File: src/rtl/esf_crc6_pkg.sv
package esf_crc6_pkg;

  // CRC width and the width of a check-bit slot index
  localparam int CRC_W  = 6;
  localparam int CHK_IW = $clog2(CRC_W);

  typedef logic [CRC_W-1:0] crc_t;

  // x^6 + x + 1: the x^6 term is implicit, the low terms are listed here
  localparam crc_t CRC_LOW_TERMS = 6'b000011;

  // One serial division step, highest-degree coefficient first
  function automatic crc_t crc_step(input crc_t state, input logic din);
    logic fb;
    fb = state[CRC_W-1] ^ din;
    return {state[CRC_W-2:0], 1'b0} ^ (fb ? CRC_LOW_TERMS : '0);
  endfunction

endpackage

File: src/rtl/esf_mf_tracker.sv
module esf_mf_tracker
  import esf_crc6_pkg::*;
#(
  parameter int FRAME_BITS = 193,
  parameter int FRAMES     = 24,
  parameter int CHK_STRIDE = 4,
  parameter int CHK_OFFSET = 1
) (
  input  logic              clk,
  input  logic              rst,
  input  logic              resync,
  input  logic              bit_valid,
  input  logic              mf_start,
  output logic              acc,
  output logic              start,
  output logic              realign,
  output logic              last,
  output logic              chk,
  output logic [CHK_IW-1:0] chk_idx
);

  localparam int BW = $clog2(FRAME_BITS);
  localparam int FW = $clog2(FRAMES);
  localparam logic [BW-1:0] B_LAST = BW'(FRAME_BITS - 1);
  localparam logic [FW-1:0] F_LAST = FW'(FRAMES - 1);

  logic          active_q;
  logic [BW-1:0] bcnt_q, cur_b;
  logic [FW-1:0] fcnt_q, cur_f;

  // Position of the bit offered in this cycle
  always_comb begin
    start   = bit_valid & mf_start & ~resync;
    acc     = bit_valid & ~resync & (mf_start | active_q);
    realign = start & active_q;
    cur_b   = start ? '0 : bcnt_q;
    cur_f   = start ? '0 : fcnt_q;
    last    = acc && (cur_f == F_LAST) && (cur_b == B_LAST);
    chk     = acc && (cur_b == '0) && ((int'(cur_f) % CHK_STRIDE) == CHK_OFFSET);
    chk_idx = CHK_IW'(int'(cur_f) / CHK_STRIDE);
  end

  always_ff @(posedge clk) begin
    if (rst || resync) begin
      active_q <= 1'b0;
      bcnt_q   <= '0;
      fcnt_q   <= '0;
    end else if (acc) begin
      if (last) begin
        active_q <= 1'b0;
        bcnt_q   <= '0;
        fcnt_q   <= '0;
      end else begin
        active_q <= 1'b1;
        if (cur_b == B_LAST) begin
          bcnt_q <= '0;
          fcnt_q <= cur_f + 1'b1;
        end else begin
          bcnt_q <= cur_b + 1'b1;
          fcnt_q <= cur_f;
        end
      end
    end
  end

  // position stays inside the frame geometry
  a_r5_pos_range: assert property (@(posedge clk) disable iff (rst)
    (bcnt_q <= B_LAST) && (fcnt_q <= F_LAST));

  // check slots map onto the six remainder bits
  a_r5_chk_slot: assert property (@(posedge clk) disable iff (rst)
    chk |-> (chk_idx < CHK_IW'(CRC_W)));

  // while idle the position rests at zero
  a_r10_idle_zero: assert property (@(posedge clk) disable iff (rst)
    !active_q |-> (bcnt_q == '0) && (fcnt_q == '0));

  // resync leaves the tracker idle
  a_r9_resync_idle: assert property (@(posedge clk) disable iff (rst)
    resync |=> !active_q);

endmodule

File: config.mk
export PLATFORM = sky130hd
export DESIGN_NAME = esf_mf_tracker
export DESIGN_NICKNAME = d
export VERILOG_FILES = /design/src/rtl/esf_crc6_pkg.sv /design/src/rtl/esf_mf_tracker.sv
export SDC_FILE = /design/constraint.sdc
export NUM_CORES = 1
export LEC_CHECK = 0
export BUFFER_PORTS_ARGS = -buffer_cell sky130_fd_sc_hd__buf_2
export CAP_MARGIN = 20
export CORE_MARGIN = 4
export CORE_UTILIZATION = 42
export CTS_BUF_LIST = sky130_fd_sc_hd__clkbuf_2 sky130_fd_sc_hd__clkbuf_4 sky130_fd_sc_hd__clkbuf_8
export CTS_CLUSTER_DIAMETER = 50
export DETAILED_ROUTE_END_ITERATION = 16
export PLACE_DENSITY = 0.72
export SYNTH_ARGS = -nofsm -noshare
export SYNTH_HDL_FRONTEND = slang
export SYNTH_SLANG_ARGS = --single-unit
export TNS_END_PERCENT = 1
File: constraint.sdc
create_clock -name clk -period 2.1 [get_ports clk]
set_input_delay 0.105 -clock clk [delete_from_list [all_inputs] [get_ports clk]]
set_output_delay 0.105 -clock clk [all_outputs]
set_load 0.05 [all_outputs]
Word-level counts from Yosys, hierarchy flattened

Cells that the tools add are included.

Register bits: 14
Input bits: 5
Output and inout port bits: 8
Word-level logic and storage cells: 28

Add/subtract/negate cells: 2
Eq/ne operators: 3
Multiplexer cells: 7
Bitwise operators: 7
Reductions and logical operators: 6

Operator list:

| cell                | number |
|---|---|
| $mux 8              | 3 |
| $mux 5              | 3 |
| $add 8x1->8 const B | 1 |
| $eq 8x8->1 const B  | 1 |
| $logic_not 8->1     | 1 |
| $add 5x1->5 const B | 1 |
| $and 1x1->1         | 5 |
| $eq 5x5->1 const B  | 1 |
| $logic_and 1x1->1   | 4 |
| $eq 2x2->1 const B  | 1 |
| $logic_or 1x1->1    | 1 |
| $mux 1              | 1 |
| $not 1->1           | 1 |
| $or 1x1->1          | 1 |

Depth between registers and ports, before layout

Gate-level depths: netlist (run 1).

Depth in word-level cells: 7
Gate-level depth with buffers: 8
Mapped depth without buffers: 7

Worst setup path after synthesis (run 1)

Ideal clock, no wire load.

Kind: input to register
Start point: input port resync
End point: register active_q
Setup time: 0.154 ns
Arrival time: 2.306 ns
Required time: 1.946 ns
Slack: -0.361 ns
Stages: 8
Path buffers: 1
Cells stage by stage: nand3b_1 -> clkbuf_1 -> and2_1 -> ha_1 -> nand3_1 -> or4_1 -> nor2_1 -> nor2_1

Longest elaborated chain between the ends: 7
Elaborated cells on any way between the ends: 12
Those cells by class: 2 x eq/ne; 3 x mux; 4 x bitwise; 3 x reduce/logical

Ends and longest elaborated chain:

| what                   | line                                       | text |
|---|---|---|
| start: declaration     | esf_mf_tracker.sv:11                       | `input logic resync,` |
| $not 1->1 (*)          | esf_mf_tracker.sv:33, esf_mf_tracker.sv:34 |  |
| $and 1x1->1            | esf_mf_tracker.sv:33                       | `start = bit_valid & mf_start & ~resync;` |
| $mux 5                 | esf_mf_tracker.sv:37                       | `cur_f = start ? '0 : fcnt_q;` |
| $eq 5x5->1             | esf_mf_tracker.sv:38                       | `last = acc && (cur_f == F_LAST) && (cur_b == B_LAST);` |
| $logic_and 1x1->1      | esf_mf_tracker.sv:38                       |  |
| $logic_and 1x1->1 (*)  | esf_mf_tracker.sv:38                       |  |
| named net last         | esf_mf_tracker.sv:17                       | `output logic last,` |
| $mux 1 (*)             | esf_mf_tracker.sv:49                       | `if (last) begin` |
| end signal: assignment | esf_mf_tracker.sv:45                       | `active_q <= 1'b0;` |
| end signal: assignment | esf_mf_tracker.sv:50                       | `active_q <= 1'b0;` |
| end signal: assignment | esf_mf_tracker.sv:54                       | `active_q <= 1'b1;` |
| end: declaration       | esf_mf_tracker.sv:27                       | `logic active_q;` |

The timed path passes the listed nets; every way through them passes the cells marked *.
A chain may end at the register's enable or synchronous reset.

Worst setup path after layout (run 1)

Start point: register fcnt_q[0]
End point: output port last

Longest elaborated chain between the ends: 4

Ends and longest elaborated chain:

| what                           | line                 | text |
|---|---|---|
| start: declaration             | esf_mf_tracker.sv:29 | `logic [FW-1:0] fcnt_q, cur_f;` |
| start signal: assignment       | esf_mf_tracker.sv:57 | `fcnt_q <= cur_f + 1'b1;` |
| start signal: assignment       | esf_mf_tracker.sv:60 | `fcnt_q <= cur_f;` |
| $mux 5                         | esf_mf_tracker.sv:37 |  |
| $eq 5x5->1                     | esf_mf_tracker.sv:38 |  |
| $logic_and 1x1->1 (2 in a row) | esf_mf_tracker.sv:38 |  |
| end: declaration               | esf_mf_tracker.sv:17 |  |

No other way between the ends.

==> results.sh, run 1 <==
export IMPL_status="finished, final reports clean"
export IMPL_worstSkewPairLatency_ps=280
export IMPL_leakagePower_nw=0.395
export IMPL_slew_violations=0
export IMPL_cts_tree="done"
export IMPL_initial_core_util=0.438
export IMPL_crit_type="reg -> out"
export IMPL_boundaryPins=13
export IMPL_num_vias=1022
export IMPL_synthArstFlopShare=0
export IMPL_regArea_um2=283
export IMPL_die_area_um2=3140
export IMPL_hold_class="in -> reg"
export IMPL_start_kind="register"
export IMPL_synthCells=123
export IMPL_power_density_nw_per_um2=432
export IMPL_placementRows=17
export IMPL_cts_sinks=14
export IMPL_fin_nets=144
export IMPL_syn_area_per_cell_um2=7.88
export IMPL_grt_overflow=0
export IMPL_clockBufferDepth=2
export IMPL_grt_use_total=0.175
export IMPL_htreeDepth=1
export IMPL_critical_path_required_ps=2000
export IMPL_worstPathArrival_ps=1890
export IMPL_post_route_drc_count=0
export IMPL_wl_um=2640
export IMPL_relSlewSlack=0.662
export IMPL_ys_types=46
export IMPL_multiInputGateArea_um2=662
export IMPL_clk_pin_slew_worst_paths_ps=90
export IMPL_fin_crit_sh=0.952
export IMPL_num_fill_cells=228
export IMPL_dp_hpwl_um=1890
export IMPL_finalClockSkew_ps=5.50
export IMPL_grt_first_pass_wirelength_um=4440
export IMPL_cp_end_kind="output pin"
export IMPL_peakVddDrop_v=0.000366
export IMPL_syn_area_um2=970
export IMPL_hold_buffers=0
export IMPL_power_uw=478
export IMPL_finalCriticalPeriod_ps=2000
export IMPL_gp_congestion=0.888
export IMPL_setup_viol=0
export IMPL_root_buffer="clkbuf_4"
export IMPL_coreArea_um2=2210
export IMPL_grt_max_degree=13
export IMPL_io_buffers=12
export IMPL_cap_violations=0
export IMPL_chipWidth_um=56.1
export IMPL_finalHoldViolCount=0
export IMPL_antenna_found_initial=0
export IMPL_fin_setup_tns_ps=0
export IMPL_syn2layout_area_growth_pct=14.1
export IMPL_layout_drive_gt1_share=0.215
export IMPL_synth_main_ff_cell="dfxtp_1"
export IMPL_cts_made_buffers=3
export IMPL_whs_ps=163
export IMPL_die_h_um=56.1
export IMPL_routed_via_density=6.27
export IMPL_dr_first_iter_drc_count=50
export IMPL_final_cell_mix="a21oi_1 (12), dfxtp_1 (12), buf_2 (11)"
export IMPL_synth_edf_count=0
export IMPL_tightest_slew_ps=502
export IMPL_drt_pass1_iterations=4
export IMPL_rsz0062_at_grt="false"
export IMPL_yosys_register_bits=14
export IMPL_ant_nets=0
export IMPL_ys_seq_area_frac=0.289
export IMPL_cp_max_fo=4
export IMPL_grt_pass1_vias=979
export IMPL_num_antenna_cells=0
export IMPL_fmaxAchievable_mhz=500
export IMPL_synth_nets=130
export IMPL_drt_wirelength_per_cell_um=16.2
export IMPL_yosysWarnings=0
-- cell usage after synthesis (2+ instances only) --
cell	count	area, um^2
a21oi_1	12	60.1
a31oi_1	4	25.0
and2_1	6	37.5
clkbuf_1	4	15.0
dfxtp_1	14	280
ha_1	2	25.0
inv_1	5	18.8
nand2_1	10	37.5
nand2b_1	3	18.8
nand3_1	7	35.0
nand3b_1	3	22.5
nor2_1	9	33.8
nor2b_1	2	12.5
nor3_1	2	10.0
o211ai_1	3	22.5
o21ai_0	5	25.0
o22ai_1	2	12.5
or4_1	2	15.0
-- registers in the layout (all words and copies together) (netlist names) --
name / flops
bcnt_q: 8
active_q: 1
fcnt_q: 5
-- per-stage QoR --
step / util / std cells / worst slack, ps / cell area, um^2
after floorplan: - / 123 / 42.7 / 977
after global placement: 0.482 / 160 / 211 / 1070
after detailed placement: 0.482 / 160 / 159 / 1070
after CTS: 0.495 / 163 / 10.3 / 1100
after global routing: 0.500 / 163 / 36.1 / 1110
final: 0.500 / 163 / 102 / 1110
-- layer usage --
metal	global-route usage	up-vias	wire [um]	part of all wire
met5	0	-	0	0
met4	0.0475	0	12	0.0046
met3	0.0534	2	200	0.076
met2	0.297	41	1330	0.50
met1	0.213	488	1090	0.41
li1	-	491	-	-
-- what timing repair did --
| item | CTS | global route |
|---|---|---|
| resized for setup | 2 | 4 |
| pin swaps | 0 | 1 |
| endpoints found under the setup margin | 1 | 1 |
| setup buffers | 0 | 0 |
-- power by group --
group	internal [mW]	switching [mW]
sequential	0.267	0.00276
combinational	0.0156	0.0357
clock	0.0666	0.0905
-- cells by family after synthesis --
group           Yosys count  synth area share
fa+ha+maj                 2            0.0258
simple gates             60             0.392
buf+inv                  10            0.0400
compound gates           35             0.234
flops                    14             0.289
mux                       1            0.0103
xor+xnor                  1           0.00903
-- final timing paths --
| check | startpoint | to | slack (ps) | cells past startpoint |
|---|---|---|---|---|
| max | fcnt_q[0] | last | 100 | 6 |
| min | rst | active_q | 160 | 4 |
| max reg2reg | bcnt_q[4] | fcnt_q[2] | 350 | 4 |
| min reg2reg | fcnt_q[0] | fcnt_q[0] | 480 | 1 |
-- final cells by class --
cell class                 instances  area share
multi-input combinational         99       0.598
timing repair buffer              14      0.0769
inverter                           5      0.0170
sequential                        14       0.256
clock buffer                       3      0.0204
tap                               28      0.0317
-- worst max-delay path: stages, from the launching register on --
cell	delay, ps
dfxtp_2	360
and2_1	160
ha_1	200
nand3_1	130
or4_4	480
nor2_4	120
buf_8	150
No activity file was read; power rests on OpenSTA's default activity.
==> inputs of run 2 (changes only) <==
--- a/config.mk
+++ b/config.mk
@@ -5,6 +5,7 @@
 export SDC_FILE = /design/constraint.sdc
 export NUM_CORES = 1
 export LEC_CHECK = 0
+export ABC_AREA = 1
 export BUFFER_PORTS_ARGS = -buffer_cell sky130_fd_sc_hd__buf_2
 export CAP_MARGIN = 20
 export CORE_MARGIN = 4
==> run 2 against run 1 <==
Net effect:
- non-clock buffer count is 2 lower
- cell count is 25% higher
- register-to-register slack better by 130 ps
- die area is 0.34% lower
- design area is 2.6% lower
- via count is 1.1% lower
- highest routed layer unchanged
==> results.sh, run 2 <==
export IMPL_grt_pass1_vias=912
export IMPL_dp_hpwl_um=1680
export IMPL_finalHoldViolCount=0
export IMPL_synth_most_common_cell="nand2_1"
export IMPL_worstPathArrival_ps=1830
export IMPL_ys_types=20
export IMPL_grt_overflow=0
export IMPL_fin_nets=184
export IMPL_critical_path_required_ps=2000
export IMPL_startpoint="fcnt_q[0]"
export IMPL_routed_via_density=4.96
export IMPL_syn_area_per_cell_um2=5.89
export IMPL_synth_top_area_cell="dfxtp_1"
export IMPL_worstReg2RegStart="fcnt_q[0]"
export IMPL_multiInputGateArea_um2=572
export IMPL_cap_violations=0
export IMPL_top_regs="bcnt_q x8, fcnt_q x5, active_q x1"
export IMPL_grt_use_total=0.149
export IMPL_syn2layout_area_growth_pct=11.5
export IMPL_synth_edf_count=0
export IMPL_fmaxAchievable_mhz=517
export IMPL_final_common_cell="nand2_1"
export IMPL_ant_nets=0
export IMPL_cts_setup_buffers=0
export IMPL_peakVddDrop_v=0.000322
export IMPL_synth_nets=171
export IMPL_hold_class="in -> reg"
export IMPL_cp_max_fo=4
export IMPL_relSlewSlack=0.725
export IMPL_root_buffer="clkbuf_4"
export IMPL_crit_type="reg -> out"
export IMPL_finalCriticalPeriod_ps=1940
export IMPL_synthArstFlopShare=0
export IMPL_fin_crit_sh=0.922
export IMPL_num_antenna_cells=0
export IMPL_setup_viol=0
export IMPL_ys_seq_area_frac=0.290
export IMPL_wl_um=2140
export IMPL_die_area_um2=3130
export IMPL_rsz0062_at_grt="false"
export IMPL_io_buffers=12
export IMPL_cts_resized=0
export IMPL_drt_pass1_iterations=5
export IMPL_cts_sinks=14
export IMPL_clockBufferDepth=2
export IMPL_antenna_found_initial=0
export IMPL_tightest_slew_ps=412
export IMPL_layout_drive_gt1_share=0.159
export IMPL_hold_buffers=0
export IMPL_num_fill_cells=238
export IMPL_placementRows=17
export IMPL_leakagePower_nw=0.502
export IMPL_boundaryPins=13
export IMPL_setup_slack_ps=165
export IMPL_synthCells=164
export IMPL_largest_reg_flops=8
export IMPL_die_h_um=56.0
export IMPL_grt_first_pass_wirelength_um=3840
export IMPL_synth_area_leaders="dfxtp_1 (29%), nand2_1 (19%), nor2_1 (10%)"
export IMPL_syn_area_um2=966
export IMPL_clk_pin_slew_worst_paths_ps=90
export IMPL_yosysTopAreaCellShare=0.290
export IMPL_power_density_nw_per_um2=477
export IMPL_cp_cell_sequence="inv_1 > nor2_1 > ha_1 > nand3_1 > nor2_1 > nand2_2 > inv_1 > buf_2"
export IMPL_coreArea_um2=2190
export IMPL_regArea_um2=280
export IMPL_grt_max_degree=19
export IMPL_initial_core_util=0.441
export IMPL_fin_setup_tns_ps=0
export IMPL_worstPathBufferInverterCount=3
export IMPL_dr_first_iter_drc_count=29
export IMPL_status="finished, final reports clean"
export IMPL_start_kind="register"
export IMPL_gp_congestion=0.888
export IMPL_worst_r2r_setup_slack_ps=480
export IMPL_yosysWarnings=0
export IMPL_finalClockSkew_ps=1.69
export IMPL_ys_top_cells_by_count="nand2_1 (48), nor2_1 (26), inv_1 (24), nand3_1 (16), dfxtp_1 (14)"
export IMPL_min_from="rst"
export IMPL_cts_tree="done"
export IMPL_post_place_ws_ps=478
export IMPL_final_cell_mix="nand2_1 (48), nor2_1 (26), inv_1 (24)"
export IMPL_synth_main_ff_cell="dfxtp_1"
export IMPL_slowest_delay_ps=350
export IMPL_worstSkewPairLatency_ps=290
export IMPL_top_register="bcnt_q"
export IMPL_post_route_drc_count=0
export IMPL_drt_wirelength_per_cell_um=10.5
export IMPL_cp_end_kind="output pin"
export IMPL_chipWidth_um=56.0
export IMPL_htreeDepth=1
export IMPL_slew_violations=0
export IMPL_yosys_register_bits=14
export IMPL_num_vias=1011
export IMPL_cts_made_buffers=3
export IMPL_cpMaxStageDelayCell="dfxtp_1"
export IMPL_crit_family="simple AND/OR/NAND/NOR gates"
## run 2: cell types whose count changed after synthesis, moves of 3 or more
cell and delta:
a31oi_1 -4, and2_1 -6, clkbuf_1 -3, nand2_2 +5, nand3b_1 -3, nand2_1 +38, nand2b_1 -3, o211ai_1 -3
nand3_1 +9, inv_1 +19, nor2_1 +17
## run 2: kinds of logic after synthesis
logic type,count (synthesis),share of synthesized area
AO/OA/AOI/OAI,15,0.0777
XOR/XNOR,1,0.00907
adder cells (fa/ha/maj),2,0.0259
buffers and inverters,29,0.123
flip-flops,14,0.290
AND/OR/NAND/NOR,103,0.474
## run 2: path summary, 6_finish.rpt
check,endpoint,cells after the start
hold / removal,bcnt_q[1],4
setup / recovery,last,8
hold reg to reg,fcnt_q[4],2
setup reg to reg,fcnt_q[0],10
## run 2: metrics by stage
stage	area (um^2)	util	cells	hold WS, ps	power, mW
final	1080	0.492	204	69.2	0.514
after global routing	1080	0.492	204	94.9	0.539
after CTS	1080	0.492	204	70.2	0.516
after detailed placement	1040	0.475	200	382	0.316
after global placement	1040	0.475	200	381	0.316
after floorplan	971	-	164	276	0.306
## run 2: per-layer routing
layer / routed length [um] / vias up / part of all wire / global-route usage
li1: - / 535 / - / -
met1: 1040 / 452 / 0.48 / 0.200
met2: 1000 / 19 / 0.47 / 0.236
met3: 76 / 5 / 0.035 / 0.0278
met4: 31 / 0 / 0.014 / 0.0576
met5: 0 / - / 0 / 0
## run 2: worst min-delay path, stage by stage
cell	delay, ps
buf_2	80
nor2_1	40
o21ai_0	60
a21oi_1	40
## run 2: area by class of cell
class	count	area share
multi-input cells	121	0.531
flip-flops and latches	14	0.260
inverters	25	0.0871
repair buffers	12	0.0557
clock buffers	4	0.0337
well taps	28	0.0325
## run 2: power by group
group	leakage (nW)	total [mW]	switching, mW	internal (mW)
clock	0.0210	0.204	0.0978	0.106
sequential	0.113	0.268	0.00112	0.267
combinational	0.368	0.0424	0.0328	0.00955
